**config.mk**
```make
export PLATFORM = sky130hd
export DESIGN_NAME = rmw_reconfig_seq
export DESIGN_NICKNAME = d
export VERILOG_FILES = /design/src/rtl/rmw_pkg.sv /design/src/rtl/rmw_seq_fsm.sv /design/src/rtl/rmw_bus_drive.sv /design/src/rtl/rmw_merge.sv /design/src/rtl/rmw_reconfig_seq.sv
export SDC_FILE = /design/constraint.sdc
export NUM_CORES = 1
export LEC_CHECK = 0
export CORE_UTILIZATION = 47
export CTS_BUF_LIST = sky130_fd_sc_hd__clkbuf_16
export DETAILED_ROUTE_END_ITERATION = 12
export HOLD_SLACK_MARGIN = 0.06
export PLACE_DENSITY = 0.82
export RECOVER_POWER = 25
export SLEW_MARGIN = 5
export SYNTH_ARGS = -nofsm -noshare
export SYNTH_HDL_FRONTEND = slang
export SYNTH_SLANG_ARGS = --single-unit
```
**constraint.sdc**
```tcl
create_clock -name clk -period 2.36 [get_ports clk]
set_clock_uncertainty 0.2 [all_clocks]
set_input_delay 0.708 -clock clk [delete_from_list [all_inputs] [get_ports clk]]
set_output_delay 0.708 -clock clk [all_outputs]
set_load 0.02 [all_outputs]
```
**src/rtl/rmw_pkg.sv**
```systemverilog
package rmw_pkg;

  typedef enum logic [3:0] {
    S_IDLE,
    S_CHAN,
    S_MODE,
    S_OFS_R,
    S_GO_R,
    S_POLL_R,
    S_DATA_R,
    S_OFS_W,
    S_DATA_W,
    S_GO_W,
    S_POLL_W,
    S_DONE
  } seq_state_t;

endpackage

```
**src/rtl/rmw_seq_fsm.sv**
```systemverilog
module rmw_seq_fsm
  import rmw_pkg::*;
(
  input  logic       clk,
  input  logic       rst,
  input  logic       start,
  input  logic       step_done,
  input  logic       busy_seen,
  output seq_state_t state
);

  seq_state_t nxt;

  always_comb begin
    nxt = state;
    case (state)
      S_IDLE:   if (start) nxt = S_CHAN;
      S_CHAN:   if (step_done) nxt = S_MODE;
      S_MODE:   if (step_done) nxt = S_OFS_R;
      S_OFS_R:  if (step_done) nxt = S_GO_R;
      S_GO_R:   if (step_done) nxt = S_POLL_R;
      S_POLL_R: if (step_done && !busy_seen) nxt = S_DATA_R;
      S_DATA_R: if (step_done) nxt = S_OFS_W;
      S_OFS_W:  if (step_done) nxt = S_DATA_W;
      S_DATA_W: if (step_done) nxt = S_GO_W;
      S_GO_W:   if (step_done) nxt = S_POLL_W;
      S_POLL_W: if (step_done && !busy_seen) nxt = S_DONE;
      S_DONE:   nxt = S_IDLE;
      default:  nxt = S_IDLE;
    endcase
  end

  always_ff @(posedge clk) begin
    if (rst) state <= S_IDLE;
    else     state <= nxt;
  end

endmodule

```
**src/rtl/rmw_bus_drive.sv**
```systemverilog
module rmw_bus_drive
  import rmw_pkg::*;
#(
  parameter int DATA_W      = 32,
  parameter int ADDR_W      = 3,
  parameter int CHAN_W      = 8,
  parameter int OFS_W       = 12,
  parameter int A_CHAN      = 0,
  parameter int A_MODE      = 1,
  parameter int A_OFS       = 2,
  parameter int A_DATA      = 3,
  parameter int A_CSR       = 4,
  parameter int RD_GO_BIT   = 1,
  parameter int WR_GO_BIT   = 0,
  parameter int STREAM_MODE = 1
) (
  input  seq_state_t          state,
  input  logic [CHAN_W-1:0]   chan,
  input  logic [OFS_W-1:0]    ofs,
  input  logic [DATA_W-1:0]   merged,
  output logic [ADDR_W-1:0]   addr,
  output logic                rd,
  output logic                wr,
  output logic [DATA_W-1:0]   wdata
);

  localparam logic [DATA_W-1:0] CMD_RD   = DATA_W'(1) << RD_GO_BIT;
  localparam logic [DATA_W-1:0] CMD_WR   = DATA_W'(1) << WR_GO_BIT;
  localparam logic [DATA_W-1:0] MODE_VAL = DATA_W'(STREAM_MODE);

  always_comb begin
    addr  = '0;
    rd    = 1'b0;
    wr    = 1'b0;
    wdata = '0;
    case (state)
      S_CHAN: begin
        wr = 1'b1; addr = ADDR_W'(A_CHAN); wdata = DATA_W'(chan);
      end
      S_MODE: begin
        wr = 1'b1; addr = ADDR_W'(A_MODE); wdata = MODE_VAL;
      end
      S_OFS_R, S_OFS_W: begin
        wr = 1'b1; addr = ADDR_W'(A_OFS); wdata = DATA_W'(ofs);
      end
      S_GO_R: begin
        wr = 1'b1; addr = ADDR_W'(A_CSR); wdata = CMD_RD;
      end
      S_POLL_R, S_POLL_W: begin
        rd = 1'b1; addr = ADDR_W'(A_CSR);
      end
      S_DATA_R: begin
        rd = 1'b1; addr = ADDR_W'(A_DATA);
      end
      S_DATA_W: begin
        wr = 1'b1; addr = ADDR_W'(A_DATA); wdata = merged;
      end
      S_GO_W: begin
        wr = 1'b1; addr = ADDR_W'(A_CSR); wdata = CMD_WR;
      end
      default: ;
    endcase
  end

endmodule

```
**src/rtl/rmw_merge.sv**
```systemverilog
module rmw_merge #(
  parameter int DATA_W = 32
) (
  input  logic              clk,
  input  logic              rst,
  input  logic              load,
  input  logic [DATA_W-1:0] rdata,
  input  logic [DATA_W-1:0] mask,
  input  logic [DATA_W-1:0] value,
  output logic [DATA_W-1:0] merged
);

  logic [DATA_W-1:0] old_q;

  always_ff @(posedge clk) begin
    if (rst)       old_q <= '0;
    else if (load) old_q <= rdata;
  end

  for (genvar b = 0; b < DATA_W; b++) begin : g_bit
    assign merged[b] = mask[b] ? value[b] : old_q[b];
  end

endmodule

```
**src/rtl/rmw_reconfig_seq.sv**
```systemverilog
module rmw_reconfig_seq
  import rmw_pkg::*;
#(
  parameter int DATA_W      = 32,
  parameter int ADDR_W      = 3,
  parameter int CHAN_W      = 8,
  parameter int OFS_W       = 12,
  parameter int A_CHAN      = 0,
  parameter int A_MODE      = 1,
  parameter int A_OFS       = 2,
  parameter int A_DATA      = 3,
  parameter int A_CSR       = 4,
  parameter int BUSY_BIT    = 8,
  parameter int RD_GO_BIT   = 1,
  parameter int WR_GO_BIT   = 0,
  parameter int STREAM_MODE = 1
) (
  input  logic              clk,
  input  logic              rst,
  input  logic              req_valid,
  output logic              req_ready,
  input  logic [CHAN_W-1:0] req_channel,
  input  logic [OFS_W-1:0]  req_offset,
  input  logic [DATA_W-1:0] req_mask,
  input  logic [DATA_W-1:0] req_value,
  output logic              done,
  output logic [ADDR_W-1:0] av_address,
  output logic              av_read,
  output logic              av_write,
  output logic [DATA_W-1:0] av_writedata,
  input  logic [DATA_W-1:0] av_readdata,
  input  logic              av_waitrequest
);

  seq_state_t        state;
  logic              accept;
  logic              step_done;
  logic              capture;
  logic [CHAN_W-1:0] chan_q;
  logic [OFS_W-1:0]  ofs_q;
  logic [DATA_W-1:0] mask_q;
  logic [DATA_W-1:0] value_q;
  logic [DATA_W-1:0] merged;

  assign req_ready = (state == S_IDLE);
  assign accept    = req_valid && req_ready;
  assign done      = (state == S_DONE);
  assign step_done = (av_read || av_write) && !av_waitrequest;
  assign capture   = (state == S_DATA_R) && step_done;

  always_ff @(posedge clk) begin
    if (rst) begin
      chan_q  <= '0;
      ofs_q   <= '0;
      mask_q  <= '0;
      value_q <= '0;
    end else if (accept) begin
      chan_q  <= req_channel;
      ofs_q   <= req_offset;
      mask_q  <= req_mask;
      value_q <= req_value;
    end
  end

  rmw_seq_fsm u_fsm (
    .clk       (clk),
    .rst       (rst),
    .start     (accept),
    .step_done (step_done),
    .busy_seen (av_readdata[BUSY_BIT]),
    .state     (state)
  );

  rmw_merge #(.DATA_W(DATA_W)) u_merge (
    .clk    (clk),
    .rst    (rst),
    .load   (capture),
    .rdata  (av_readdata),
    .mask   (mask_q),
    .value  (value_q),
    .merged (merged)
  );

  rmw_bus_drive #(
    .DATA_W(DATA_W), .ADDR_W(ADDR_W), .CHAN_W(CHAN_W), .OFS_W(OFS_W),
    .A_CHAN(A_CHAN), .A_MODE(A_MODE), .A_OFS(A_OFS), .A_DATA(A_DATA),
    .A_CSR(A_CSR), .RD_GO_BIT(RD_GO_BIT), .WR_GO_BIT(WR_GO_BIT),
    .STREAM_MODE(STREAM_MODE)
  ) u_drive (
    .state  (state),
    .chan   (chan_q),
    .ofs    (ofs_q),
    .merged (merged),
    .addr   (av_address),
    .rd     (av_read),
    .wr     (av_write),
    .wdata  (av_writedata)
  );

endmodule

```
# Word level (Yosys, flattened, before mapping)
# Cells that the tools add are included.
[op_classes]
reduce_logical = 15
mux = 48
n_eq_ne = 22
[ops]
columns = ["op", "n"]
rows = [
  ["case mux 32 bit (5 select lines)", 1],
  ["two-way mux 4 bit", 11],
  ["case mux 4 bit (11 select lines)", 1],
  ["two-way mux 1 bit", 34],
  ["inequality test 2 bit, second input constant", 10],
  ["equality test 4 x 3 -> 1 bit, second input constant", 4],
  ["equality test 4 bit, second input constant", 4],
  ["case mux 3 bit (4 select lines)", 1],
  ["AND reduction 11 bit", 1],
  ["equality test 4 x 2 -> 1 bit, second input constant", 2],
  ["OR reduction 7 bit", 1],
  ["OR reduction 2 bit", 3],
  ["equality test 4 x 1 -> 1 bit, second input constant", 1],
  ["logical AND 1 bit", 4],
  ["zero test 4 bit", 1],
  ["OR reduction 4 bit", 1],
  ["OR reduction 3 bit", 1],
  ["zero test 1 bit", 2],
  ["inequality test 2 x 1 -> 1 bit, second input constant", 1],
  ["logical OR 1 bit", 1],
]
[word_totals]
out_inout_bits = 39
inputBits = 120
ff_bits = 120
word_cells = 91

# Longest topological paths before layout
[depth]
word_depth = 8
depth_mapped = 7

# Cells and area by module
# From an unflattened synthesis, not the netlist that was laid out.
[hier_totals]
cells_unflattened = 637
area_unflattened_um2 = 6007.0
[by_module_without_submodules]
columns = ["mod", "n_inst", "cells_per_inst", "area_per_inst_um2", "seq_area_each_um2"]
rows = [
  ["rmw_reconfig_seq", 1, 388, 3623.5, 1681.6],
  ["rmw_merge", 1, 135, 1524.0, 640.6],
  ["rmw_bus_drive", 1, 74, 535.5, 0.0],
  ["rmw_seq_fsm", 1, 40, 324.1, 80.1],
]

# Least setup slack after synthesis
# Ideal clock, no wire load.
[synth_timing]
path_type = "reg2out"
startpoint = "reg u_fsm.state[2]"
endpoint = "out av_writedata[11]"
required_time_ns = 1.452
setup_slack_ns = -0.091
path_stages_with_launch = 6
arrival_time_ns = 1.543
path_buffers = 2
cell_sequence = "dfxtp_1 > clkbuf_1 > nor2_1 > nand3_1 > buf_2 > o21ai_0"
[synth_via]
elab_chain_cells = 3
word_cells_on_any_way = 10
cone_classes = "7 x eq/ne; 1 x mux; 2 x reduce/logical"
[synth_lines]
columns = ["element", "line_no", "source"]
rows = [
  ["from (decl)", "rmw_seq_fsm.sv:9", "output seq_state_t state"],
  ["from (signal assigned)", "rmw_seq_fsm.sv:35", "else state <= nxt;"],
  ["equality test 4 x 2 -> 1 bit, or another cell as far along", "rmw_bus_drive.sv:36", "case (state)"],
  ["OR reduction 2 bit (no line)", "n/a", ""],
  ["case mux 32 bit (5 select lines) (*)", "rmw_bus_drive.sv:36", ""],
  ["to (decl)", "rmw_reconfig_seq.sv:30", "output logic [DATA_W-1:0] av_writedata,"],
]
# Every way passes the cells marked *; elsewhere a longest branch is shown, timed or not.

# Worst setup path in the final report
[layout_timing]
startpoint = "reg u_fsm.state[2]"
endpoint = "out av_writedata[22]"
# Same word-level chain as after synthesis.

==> results.sh <==
export IMPL_place_gp_congestion=0.911
export IMPL_crit_type="flip-flop to output pin"
export IMPL_stdcell_area_um2=7670
export IMPL_grt_antenna_before_repair=1
export IMPL_synth_area_um2=5100
export IMPL_synth_nets=781
export IMPL_clock_latency_ps=400
export IMPL_vias=5269
export IMPL_clock_sinks=120
export IMPL_critPathMaxFanout=16
export IMPL_violations="setup timing"
export IMPL_viasPerCell=5.36
export IMPL_finalCritPeriodShare_pct=109
export IMPL_maxCapViolCount=0
export IMPL_layout_drive_gt1_share_pct=18.0
export IMPL_avgSynthCellArea_um2=7.71
export IMPL_io_buffers=158
export IMPL_drcViolationCount=0
export IMPL_dieHeight_um=106
export IMPL_period_needed_ps=2560
export IMPL_cts_tree="yes"
export IMPL_cp_end_kind="output pin"
export IMPL_rsz0062_at_grt="yes"
export IMPL_drtIter0Drc=348
export IMPL_hold_viol=0
export IMPL_ant_nets=0
export IMPL_grt_pass1_vias=5122
export IMPL_root_buffer="clkbuf_16"
export IMPL_placed_area_um2=6970
export IMPL_grt_first_pass_wirelength_um=24700
export IMPL_setup_slack_ps=-204
export IMPL_ir_worst_vdd_v=0.000483
export IMPL_initial_core_util_pct=48.9
export IMPL_slowest_delay_ps=370
export IMPL_area_growth_pct=50.4
export IMPL_cts_buffers=17
export IMPL_synth_seq_cells=120
export IMPL_overflow=0
export IMPL_slew_headroom_pct=73.2
export IMPL_htreeDepth=4
export IMPL_slowest_stage="dfxtp_4"
export IMPL_core_area_um2=10400
export IMPL_drv_slew=0
export IMPL_grt_usage_pct=27.8
export IMPL_cp_cell_sequence="nor2_2 -> nand3_4 -> buf_8 -> nor2_1 -> clkdlybuf4s15_2"
export IMPL_rows=37
export IMPL_boundaryPins=159
export IMPL_seq_area_frac_synth_pct=47.1
export IMPL_crit_path_start_kind="flip-flop"
export IMPL_setup_violations=61
export IMPL_finalPower_mw=6.42
export IMPL_netlist_area_leader_share_pct=47.1
export IMPL_synth_enable_flop_cells=0
export IMPL_status="finished, violations left"
export IMPL_synth_ff_type="dfxtp_1"
export IMPL_dp_hpwl_um=10300
export IMPL_yosysTopAreaCell="dfxtp_1"
export IMPL_dieArea_um2=11300
export IMPL_async_reset_ff_share_pct=0
export IMPL_dr_pass1_iters=5
export IMPL_regToRegSetupSlack_ps=190
export IMPL_max_freq_mhz=390
export IMPL_synth_cell_types=33
export IMPL_yosysWarnings=0
export IMPL_totalWireLength_um=15700
export IMPL_worst_slew_pin_slew_ps=397
export IMPL_p_per_area_nw_per_um2=838
export IMPL_hold_class="flip-flop to flip-flop"
export IMPL_grt_max_degree=61
export IMPL_nets=953
export IMPL_clk_pin_slew_ps=70
export IMPL_synthTopCellsByArea="dfxtp_1 (47%), nand2_1 (18%), a21oi_1 (13%)"
export IMPL_cp_arrival_ps=1660
export IMPL_die_w_um=106
export IMPL_critPathRequiredTime_ps=1450
export IMPL_cts_buffer_depth=2
export IMPL_syn_instance_count=661
export IMPL_hold_buffers=0
export IMPL_utilization_pct=73.6
export IMPL_pre_cts_slack_ps=-214
export IMPL_wl_per_cell_um=16.0
export IMPL_p_leak_nw=2.84
worst max-delay path, delay by kind of cell (launching register included):
| kind | cells | cell delay [ps] |
|---|---|---|
| and+or+nand+nor | 3 | 440 |
| buffers and inverters | 2 | 450 |
| DFF | 1 | 370 |
state kept, by name, summed over array words and instances (netlist names):
register and cells:
u_merge.old_q 32, mask_q 32, u_fsm.state 4, value_q 32, chan_q 8, ofs_q 12
per-stage QoR:
step,TNS [ps],hold slack (ps),std cells
detailed placement,-6700,247,946
global placement,-4530,240,946
floorplan,-218,232,661
global route,-11440,270,983
finish,-5990,255,983
CTS,-2200,255,980
layout make-up:
type,count,area (um^2)
Sequential cell,120,2410
Clock buffer,17,425
Fill cell,765,2750
Multi-Input combinational cell,488,2530
Timing Repair Buffer,203,1950
Clock inverter,15,159
Antenna cell,1,2.50
Tap cell,136,170
Inverter,3,11.3
cell families after synthesis:
group                     synth area share [%]
AOI/OAI and AO/OA                         16.5
xor gates and xnor gates                 0.172
and+or+nand+nor                           23.8
muxes                                     6.29
DFF                                       47.1
buffers and inverters                     6.16
power breakdown:
| group | leakage, nW | switching, mW | internal [mW] |
|---|---|---|---|
| registers | 0.982 | 0.125 | 2.23 |
| logic | 1.58 | 0.809 | 0.741 |
| clock network | 0.277 | 1.02 | 1.49 |
synth_stat cells, types with 2 or more instances:
master	count
nand2_1	243
o22ai_1	8
buf_8	5
nand2b_1	8
buf_2	19
clkbuf_1	21
a21oi_1	131
o21ai_0	10
dfxtp_1	120
nor2b_1	4
a2bb2oi_2	2
nor3b_1	6
nor2_1	30
buf_6	2
mux2i_1	32
inv_1	3
timing repair:
| item | CTS | global route |
|---|---|---|
| resized for setup | 223 | 31 |
| hold endpoints to repair | 0 | 0 |
| pin swaps | 5 | 7 |
| buffers inserted | 2 | 2 |
| endpoints found under the setup margin | 39 | 39 |
path summary, 6_finish.rpt:
path,cells after the start,from,to
setup / recovery,5,u_fsm.state[2],av_writedata[22]
hold / removal,2,u_merge.old_q[2],u_merge.old_q[2]
setup reg to reg,10,u_fsm.state[1],value_q[9]
hold reg to reg,2,u_merge.old_q[2],u_merge.old_q[2]
cells in the final DEF, fill, tap and decap left out, types with 3 or more instances in the layout:
cell type / instances
buf_6: 12
clkbuf_16: 17
buf_12: 8
o21ai_0: 5
nor2_2: 5
inv_6: 8
nor2_1: 23
o21ai_1: 3
a21oi_1: 129
clkinvlp_4: 3
mux2i_1: 32
nor3b_2: 5
nand2b_1: 7
buf_2: 8
clkdlybuf4s50_1: 117
inv_1: 3
nand2_2: 3
buf_4: 51
dfxtp_4: 3
nand2_1: 240
o22ai_1: 6
dfxtp_1: 116
metal layers:
layer	wire (um)	global-route usage, %
met2	7770	46.2
met4	329	10.2
met3	1190	6.56
met5	0	0
met1	6430	34.8
Power figures use the tool's default switching activity.
